## config.mk

```make
export PLATFORM = sky130hd
export DESIGN_NAME = rtc_timekeeper
export DESIGN_NICKNAME = d
export VERILOG_FILES = /design/src/rtl/rtc_pkg.sv /design/src/rtl/rtc_prescaler.sv /design/src/rtl/rtc_wrap_ctr.sv /design/src/rtl/rtc_alarm.sv /design/src/rtl/rtc_timekeeper.sv
export SDC_FILE = /design/constraint.sdc
export NUM_CORES = 1
export LEC_CHECK = 0
export ABC_AREA = 1
export CORE_MARGIN = 4
export CORE_UTILIZATION = 50
export DETAILED_ROUTE_END_ITERATION = 12
export DONT_BUFFER_PORTS = 1
export PLACE_DENSITY = 0.8
export SETUP_SLACK_MARGIN = 0.3
export SLEW_MARGIN = 10
export SYNTH_ARGS = -nofsm -noshare
export SYNTH_HDL_FRONTEND = slang
export SYNTH_SLANG_ARGS = --single-unit
```

## constraint.sdc

```tcl
create_clock -name clk -period 1.7 [get_ports clk]
set_clock_uncertainty 0.05 [all_clocks]
set_input_delay 0.255 -clock clk [delete_from_list [all_inputs] [get_ports clk]]
set_output_delay 0.255 -clock clk [all_outputs]
set_load 0.02 [all_outputs]
```

## src/rtl/rtc_pkg.sv

```systemverilog
package rtc_pkg;
   localparam int REG_AW = 4;
   localparam int REG_DW = 8;

   // Number of byte-wide wrapping fields: fraction, sec, min, hour, weekday
   localparam int NUM_WRAP = 5;
   // Number of fields that take part in the alarm comparison
   localparam int NUM_ALM  = 4;

   localparam int FIELD_MOD [NUM_WRAP] = '{256, 60, 60, 24, 7};

   typedef enum logic [REG_AW-1:0] {
      A_CTRL  = 4'd0,
      A_STAT  = 4'd1,
      A_SUB   = 4'd2,
      A_SEC   = 4'd3,
      A_MIN   = 4'd4,
      A_HR    = 4'd5,
      A_DOW   = 4'd6,
      A_DAYL  = 4'd7,
      A_DAYH  = 4'd8,
      A_ALSUB = 4'd9,
      A_ALSEC = 4'd10,
      A_ALMIN = 4'd11,
      A_ALHR  = 4'd12
   } rtc_addr_e;

   typedef struct packed {
      logic irq_en;     // bit 7
      logic m_hr;       // bit 6
      logic m_min;      // bit 5
      logic m_sec;      // bit 4
      logic m_sub;      // bit 3
      logic hold_wr;    // bit 2
      logic freeze_rd;  // bit 1
      logic run;        // bit 0
   } rtc_ctrl_t;
endpackage

```

## src/rtl/rtc_prescaler.sv

```systemverilog
module rtc_prescaler #(
   parameter int DIV = 128
) (
   input  logic clk,
   input  logic rst_n,
   input  logic en,
   input  logic osc_tick,
   output logic step
);
   localparam int CW = (DIV > 2) ? $clog2(DIV) : 1;
   localparam logic [CW-1:0] LAST = CW'(DIV - 1);
   localparam bit POW2 = ((DIV & (DIV - 1)) == 0);

   logic [CW-1:0] cnt_q;
   logic [CW-1:0] cnt_nx;

   if (DIV < 2) begin : g_bad_div
      $error("rtc_prescaler: DIV must be at least 2");
   end

   // Power-of-two ratios wrap naturally; other ratios compare and clear
   if (POW2) begin : g_pow2
      assign cnt_nx = cnt_q + 1'b1;
   end else begin : g_cmp
      assign cnt_nx = (cnt_q == LAST) ? '0 : cnt_q + 1'b1;
   end

   assign step = en & osc_tick & (cnt_q == LAST);

   always_ff @(posedge clk or negedge rst_n) begin
      if (!rst_n)
         cnt_q <= '0;
      else if (en && osc_tick)
         cnt_q <= cnt_nx;
   end
endmodule

```

## src/rtl/rtc_wrap_ctr.sv

```systemverilog
module rtc_wrap_ctr #(
   parameter int W   = 8,
   parameter int MOD = 60
) (
   input  logic         clk,
   input  logic         rst_n,
   input  logic         inc,
   input  logic         ld,
   input  logic [W-1:0] ld_val,
   output logic [W-1:0] val,
   output logic         carry
);
   localparam bit FULL = (MOD == (1 << W));
   localparam logic [W-1:0] TOP = W'(MOD - 1);

   logic [W-1:0] val_q;
   logic [W-1:0] ld_fix;

   if (W < 1 || W > 30 || MOD < 2 || MOD > (1 << W)) begin : g_bad_cfg
      $error("rtc_wrap_ctr: MOD must lie in 2..2**W");
   end

   // A full-range counter can hold any loaded value; a shorter one clamps
   if (FULL) begin : g_full
      assign ld_fix = ld_val;
   end else begin : g_clamp
      assign ld_fix = (ld_val < W'(MOD)) ? ld_val : '0;
   end

   assign carry = inc & (val_q == TOP);
   assign val   = val_q;

   always_ff @(posedge clk or negedge rst_n) begin
      if (!rst_n)
         val_q <= '0;
      else if (ld)
         val_q <= ld_fix;
      else if (inc)
         val_q <= (val_q == TOP) ? '0 : val_q + 1'b1;
   end
endmodule

```

## src/rtl/rtc_alarm.sv

```systemverilog
module rtc_alarm #(
   parameter int NF = 4,
   parameter int FW = 8
) (
   input  logic                 clk,
   input  logic                 rst_n,
   input  logic                 step,
   input  logic [NF-1:0][FW-1:0] now_v,
   input  logic [NF-1:0][FW-1:0] alm_v,
   input  logic [NF-1:0]         match_en,
   input  logic                 clr,
   output logic                 flag
);
   logic          step_q;
   logic [NF-1:0] fld_ok;
   logic          hit;
   logic          flag_q;

   for (genvar i = 0; i < NF; i++) begin : g_cmp
      assign fld_ok[i] = ~match_en[i] | (now_v[i] == alm_v[i]);
   end

   // Compare one clock after the step, when the counters hold the new time
   assign hit  = step_q & (&fld_ok);
   assign flag = flag_q;

   always_ff @(posedge clk or negedge rst_n) begin
      if (!rst_n) begin
         step_q <= 1'b0;
         flag_q <= 1'b0;
      end else begin
         step_q <= step;
         flag_q <= hit | (flag_q & ~clr);
      end
   end
endmodule

```

## src/rtl/rtc_timekeeper.sv

```systemverilog
module rtc_timekeeper
   import rtc_pkg::*;
#(
   parameter int PRESCALE_DIV = 128,
   parameter int DAY_W        = 16
) (
   input  logic              clk,
   input  logic              rst_n,
   input  logic              osc_tick,
   input  logic              wr_en,
   input  logic [REG_AW-1:0] wr_addr,
   input  logic [REG_DW-1:0] wr_data,
   input  logic [REG_AW-1:0] rd_addr,
   output logic [REG_DW-1:0] rd_data,
   output logic              alarm_flag,
   output logic              irq
);
   localparam int DAY_MOD = 1 << DAY_W;
   localparam int DAY_HI  = DAY_W - 8;

   if (DAY_W < 9 || DAY_W > 16) begin : g_bad_day
      $error("rtc_timekeeper: DAY_W must lie in 9..16");
   end

   rtc_ctrl_t                       ctrl_q;
   logic                            run_en;
   logic                            sub_step;
   logic [NUM_WRAP-1:0][REG_DW-1:0] live_f;
   logic [NUM_WRAP-1:0][REG_DW-1:0] snap_f;
   logic [NUM_WRAP-1:0][REG_DW-1:0] view_f;
   logic [NUM_WRAP-1:0]             f_inc;
   logic [NUM_WRAP-1:0]             f_ld;
   logic [NUM_WRAP-1:0]             f_carry;
   logic [DAY_W-1:0]                day_q;
   logic [DAY_W-1:0]                day_ld_val;
   logic [DAY_W-1:0]                snap_day;
   logic [DAY_W-1:0]                view_day;
   logic                            day_ld;
   logic                            day_carry;
   logic [NUM_ALM-1:0][REG_DW-1:0]  alm_q;
   logic                            alm_clr;
   logic                            dow_carry;

   // ---------------- control byte ----------------
   always_ff @(posedge clk or negedge rst_n) begin
      if (!rst_n)
         ctrl_q <= '0;
      else if (wr_en && wr_addr == A_CTRL)
         ctrl_q <= rtc_ctrl_t'(wr_data);
   end

   assign run_en = ctrl_q.run & ~ctrl_q.hold_wr;

   // ---------------- prescaler ----------------
   rtc_prescaler #(.DIV(PRESCALE_DIV)) u_pre (
      .clk      (clk),
      .rst_n    (rst_n),
      .en       (run_en),
      .osc_tick (osc_tick),
      .step     (sub_step)
   );

   // ---------------- wrapping field chain ----------------
   for (genvar i = 0; i < NUM_WRAP; i++) begin : g_fld
      if (i == 0) begin : g_head
         assign f_inc[i] = sub_step;
      end else begin : g_link
         assign f_inc[i] = f_carry[i-1];
      end

      assign f_ld[i] = wr_en & ctrl_q.hold_wr &
                       (wr_addr == REG_AW'(int'(A_SUB) + i));

      rtc_wrap_ctr #(.W(REG_DW), .MOD(FIELD_MOD[i])) u_ctr (
         .clk    (clk),
         .rst_n  (rst_n),
         .inc    (f_inc[i]),
         .ld     (f_ld[i]),
         .ld_val (wr_data),
         .val    (live_f[i]),
         .carry  (f_carry[i])
      );
   end

   assign dow_carry = f_carry[NUM_WRAP-1];

   // ---------------- day count ----------------
   assign day_ld = wr_en & ctrl_q.hold_wr &
                   ((wr_addr == A_DAYL) | (wr_addr == A_DAYH));

   always_comb begin
      day_ld_val = day_q;
      if (wr_addr == A_DAYL)
         day_ld_val[7:0] = wr_data;
      else
         day_ld_val[DAY_W-1:8] = wr_data[DAY_HI-1:0];
   end

   rtc_wrap_ctr #(.W(DAY_W), .MOD(DAY_MOD)) u_day (
      .clk    (clk),
      .rst_n  (rst_n),
      .inc    (f_carry[3]),
      .ld     (day_ld),
      .ld_val (day_ld_val),
      .val    (day_q),
      .carry  (day_carry)
   );

   // ---------------- coherent read copy ----------------
   always_ff @(posedge clk or negedge rst_n) begin
      if (!rst_n) begin
         snap_f   <= '0;
         snap_day <= '0;
      end else if (!ctrl_q.freeze_rd) begin
         snap_f   <= live_f;
         snap_day <= day_q;
      end
   end

   assign view_f   = ctrl_q.freeze_rd ? snap_f   : live_f;
   assign view_day = ctrl_q.freeze_rd ? snap_day : day_q;

   // ---------------- alarm bytes ----------------
   for (genvar j = 0; j < NUM_ALM; j++) begin : g_alm
      always_ff @(posedge clk or negedge rst_n) begin
         if (!rst_n)
            alm_q[j] <= '0;
         else if (wr_en && wr_addr == REG_AW'(int'(A_ALSUB) + j))
            alm_q[j] <= wr_data;
      end
   end

   assign alm_clr = wr_en & (wr_addr == A_STAT) & ~wr_data[0];

   rtc_alarm #(.NF(NUM_ALM), .FW(REG_DW)) u_alarm (
      .clk      (clk),
      .rst_n    (rst_n),
      .step     (sub_step),
      .now_v    (live_f[NUM_ALM-1:0]),
      .alm_v    (alm_q),
      .match_en ({ctrl_q.m_hr, ctrl_q.m_min, ctrl_q.m_sec, ctrl_q.m_sub}),
      .clr      (alm_clr),
      .flag     (alarm_flag)
   );

   assign irq = alarm_flag & ctrl_q.irq_en;

   // ---------------- read mux ----------------
   always_comb begin
      rd_data = '0;
      case (rd_addr)
         A_CTRL:  rd_data = ctrl_q;
         A_STAT:  rd_data = {{(REG_DW-1){1'b0}}, alarm_flag};
         A_SUB:   rd_data = view_f[0];
         A_SEC:   rd_data = view_f[1];
         A_MIN:   rd_data = view_f[2];
         A_HR:    rd_data = view_f[3];
         A_DOW:   rd_data = view_f[4];
         A_DAYL:  rd_data = view_day[7:0];
         A_DAYH:  rd_data = REG_DW'(view_day >> 8);
         A_ALSUB: rd_data = alm_q[0];
         A_ALSEC: rd_data = alm_q[1];
         A_ALMIN: rd_data = alm_q[2];
         A_ALHR:  rd_data = alm_q[3];
         default: rd_data = '0;
      endcase
   end
endmodule

```

==> reports/metrics.cfg <==
[clock_network]
hold_buffers = 6
cts_sinks = 161
clock_path_buffers = 2
cts_htree_levels = 4
cts_tree = yes
insertion_delay_ns = 0.44
root_buffer = clkbuf_16
clkSlewWorstSetupHoldPaths_ns = 0.07
cts_inserted_buffers = 17

[sta]
finalHoldViolCount = 161
fmax_mhz = 433
tns_ns = -8.98
setup_viol = 56
slew_headroom_pct = 58.8
rsz0062_at_grt = yes
tightest_slew_ns = 0.616
holdWs_ns = -0.537
period_needed_ns = 2.31
setup_slack_ns = -0.611
maxSlewViolCount = 0
post-route-period-util_pct = 136

[final_layout]
layout.nets = 1373
instances_no_fill = 1583
fin_util_pct = 68.2
layout-drive-gt1-share_pct = 26.5
fillerInstances = 1265
diodes = 0
areaGrowthSynthToFinish_pct = 33.3

[global_routing]
antenna_found_initial = 0
grt_start_max_net_pins = 162
grt_pass1_vias = 8679
grtUsageTotal_pct = 30.0
overflow = 0
grt_pass1_wl_mm = 46.5

[yosys]
ys_ff_latch = 161
synth.distinct_cells = 38
synth_nets = 1208
syn_area_per_cell_um2 = 7.50
ys.flop_type = dfrtp_1
synth_enable_flop_cells = 0
synth_cells = 1180
ys_seq_area_share_pct = 45.5
synth_area_um2 = 8850
yosysWarnings = 0
synthArstFlopShare_pct = 100

[status]
violations = hold timing, setup timing
outcome = complete, but fails checks

[critical_path]
worstSetupPathType = flop to output pin
cp-endpoint = rd_data[1]
r2r_end = u_day.val[9]
critical_path_depth = 7
cp.required_ns = 1.39
slowest_delay_ns = 0.45
ff2ff_path_depth = 12
critPathTopFamily = buffers and inverters
cp_cell_sequence = buf_12, buf_6, nand2_1, nand2_2, a22oi_2, nand4_1, buf_6
cp_max_fo = 21
arrival_ns = 2.01
crit_start = ctrl_q[1]
path_common_cell = buf_6
ff2ff_setup_slack_ns = -0.13
worst_path_max_delay_cell = dfrtp_2
start_kind = flop
r2r-start = g_fld[0].u_ctr.val[1]
timing.critical_path.buf_inv = 3
worst_setup_path_end_kind = output pin

[route]
first_pass_iters = 5
drc = 0
drt-total-wl_mm = 30.2
wire_per_inst_um = 19.1
drt-initial-drc-count = 976
via_per_inst = 5.73
drtAntennaViolNets = 0
vias = 9077

[min_path]
hold_class = input pin to asynchronous set/reset pin

[placed_design]
placed_cells = 1512
port_buffers = 0
dp_hpwl_mm = 19.9
routabilityCongestion = 1.02

[job]
cap_violations = 0

[pwr]
powerDensity_nw_per_um2 = 1100
ir_drop_uv = 805
leakagePower_uw = 0.00564

[die]
rows = 48
die-area_um2 = 19900
io_pins = 30
core_um2 = 17300
die_y_um = 141
die_x_um = 141
initial_core_util_pct = 51.2

[per-stage QoR]
stage / setup slack [ns] / power [uW] / hold WS, ns / area, um^2
2_1_floorplan: 0.125 / 6900 / -0.0906 / 9030
3_3_place_gp: -0.139 / 8050 / -0.0826 / 10200
3_5_place_dp: -0.174 / 8180 / -0.0834 / 10200
4_1_cts: -0.587 / 12400 / -0.549 / 11300
5_1_grt: -0.698 / 13500 / -0.554 / 11800
6_report: -0.611 / 12900 / -0.537 / 11800
[final cells by class]
cell class	count	area [um^2]	share of cell area (%)
Clock buffer	18	439	3.72
Clock inverter	14	144	1.22
Inverter	115	454	3.85
Multi-Input combinational cell	873	4870	41.3
Sequential cell	161	4030	34.2
Tap cell	225	282	2.38
Timing Repair Buffer	177	1580	13.4
[cells in the mapped netlist (3+ instances only)]
master,instances,area [um^2]
nand2_1,407,1530
buf_2,11,55.1
o21ai_0,115,576
nor3_1,12,60.1
dfrtp_1,161,4030
o22ai_1,15,93.8
buf_6,3,33.8
inv_2,13,48.8
nand3b_1,5,37.5
clkbuf_1,17,63.8
a221oi_1,3,26.3
o211ai_1,5,37.5
a22oi_1,7,52.6
o21ai_1,14,70.1
nand2_2,6,37.5
a21oi_1,10,50.1
nand3_1,102,510
nor2_1,70,263
inv_1,101,379
ha_1,8,100
nand4_1,22,138
xor2_1,24,210
nor2_4,4,45.0
xnor2_1,22,193
o221ai_1,6,52.6
[timing repair]
item | CTS | global route
pin swaps | 30 | 39
gates cloned | 2 | 2
resized for setup | 117 | 83
hold endpoints to repair | 173 | 161
setup endpoints to repair | 66 | 67
setup buffers | 13 | 16
[flip-flops by register name, indices dropped and copies added, names as in the netlist]
signal / count
snap_f: 40
u_day.val: 16
u_alarm.step_q: 1
u_alarm.flag: 1
alm_q: 32
u_pre.cnt_q: 7
snap_day: 16
g_fld.u_ctr.val: 40
ctrl_q: 8
[report_power, final]
group	switching, uW	total, uW	leakage, uW	internal (uW)
clock	1740	3840	0.000280	2100
combinational	2170	4030	0.00333	1860
sequential	536	5070	0.00203	4530
[how the worst min path moves through the flow]
stage,from,to,slack (ns),cells after the start
3_5_place_dp,rst_n,u_pre.cnt_q[5],-0.08,0
3_3_place_gp,rst_n,u_pre.cnt_q[5],-0.08,0
5_1_grt,rst_n,u_pre.cnt_q[3],-0.55,0
6_report,rst_n,u_pre.cnt_q[3],-0.54,0
4_1_cts,rst_n,u_pre.cnt_q[5],-0.55,0
2_1_floorplan,rst_n,alm_q[0],-0.09,0
[layer usage]
| metal | part of all wire, % | global-route usage (%) | up-vias |
|---|---|---|---|
| met5 | 0 | 0 | - |
| met4 | 4.0 | 11.4 | 0 |
| met3 | 9.8 | 7.06 | 104 |
| met2 | 47 | 48.0 | 462 |
| met1 | 39 | 39.7 | 4314 |
| li1 | - | - | 4197 |
[cells in the final DEF (no fill, tap or decap), types with 16 or more instances in the layout]
master     netlist  routed
inv_1          101      89
xnor2_1         22      21
nand3_1        102      88
nor2_1          70      62
dfrtp_1        161     159
o21ai_0        115      74
inv_2           13      16
buf_6            3      32
o21ai_2          0      19
o21ai_1         14      36
nand2_2          6      36
clkbuf_16        0      19
nand4_1         22      22
nand2_1        407     363
buf_4            1     130
xor2_1          24      24
[cells by family after synthesis]
logic type | after synthesis | synth area share, %
AOI/OAI and AO/OA | 179 | 11.2
xor gates and xnor gates | 46 | 4.55
DFF | 161 | 45.5
buffers and inverters | 147 | 6.68
adders and majority gates | 8 | 1.13
and+or+nand+nor | 639 | 31.0
Note: power is estimated with default switching activity, not from simulation.
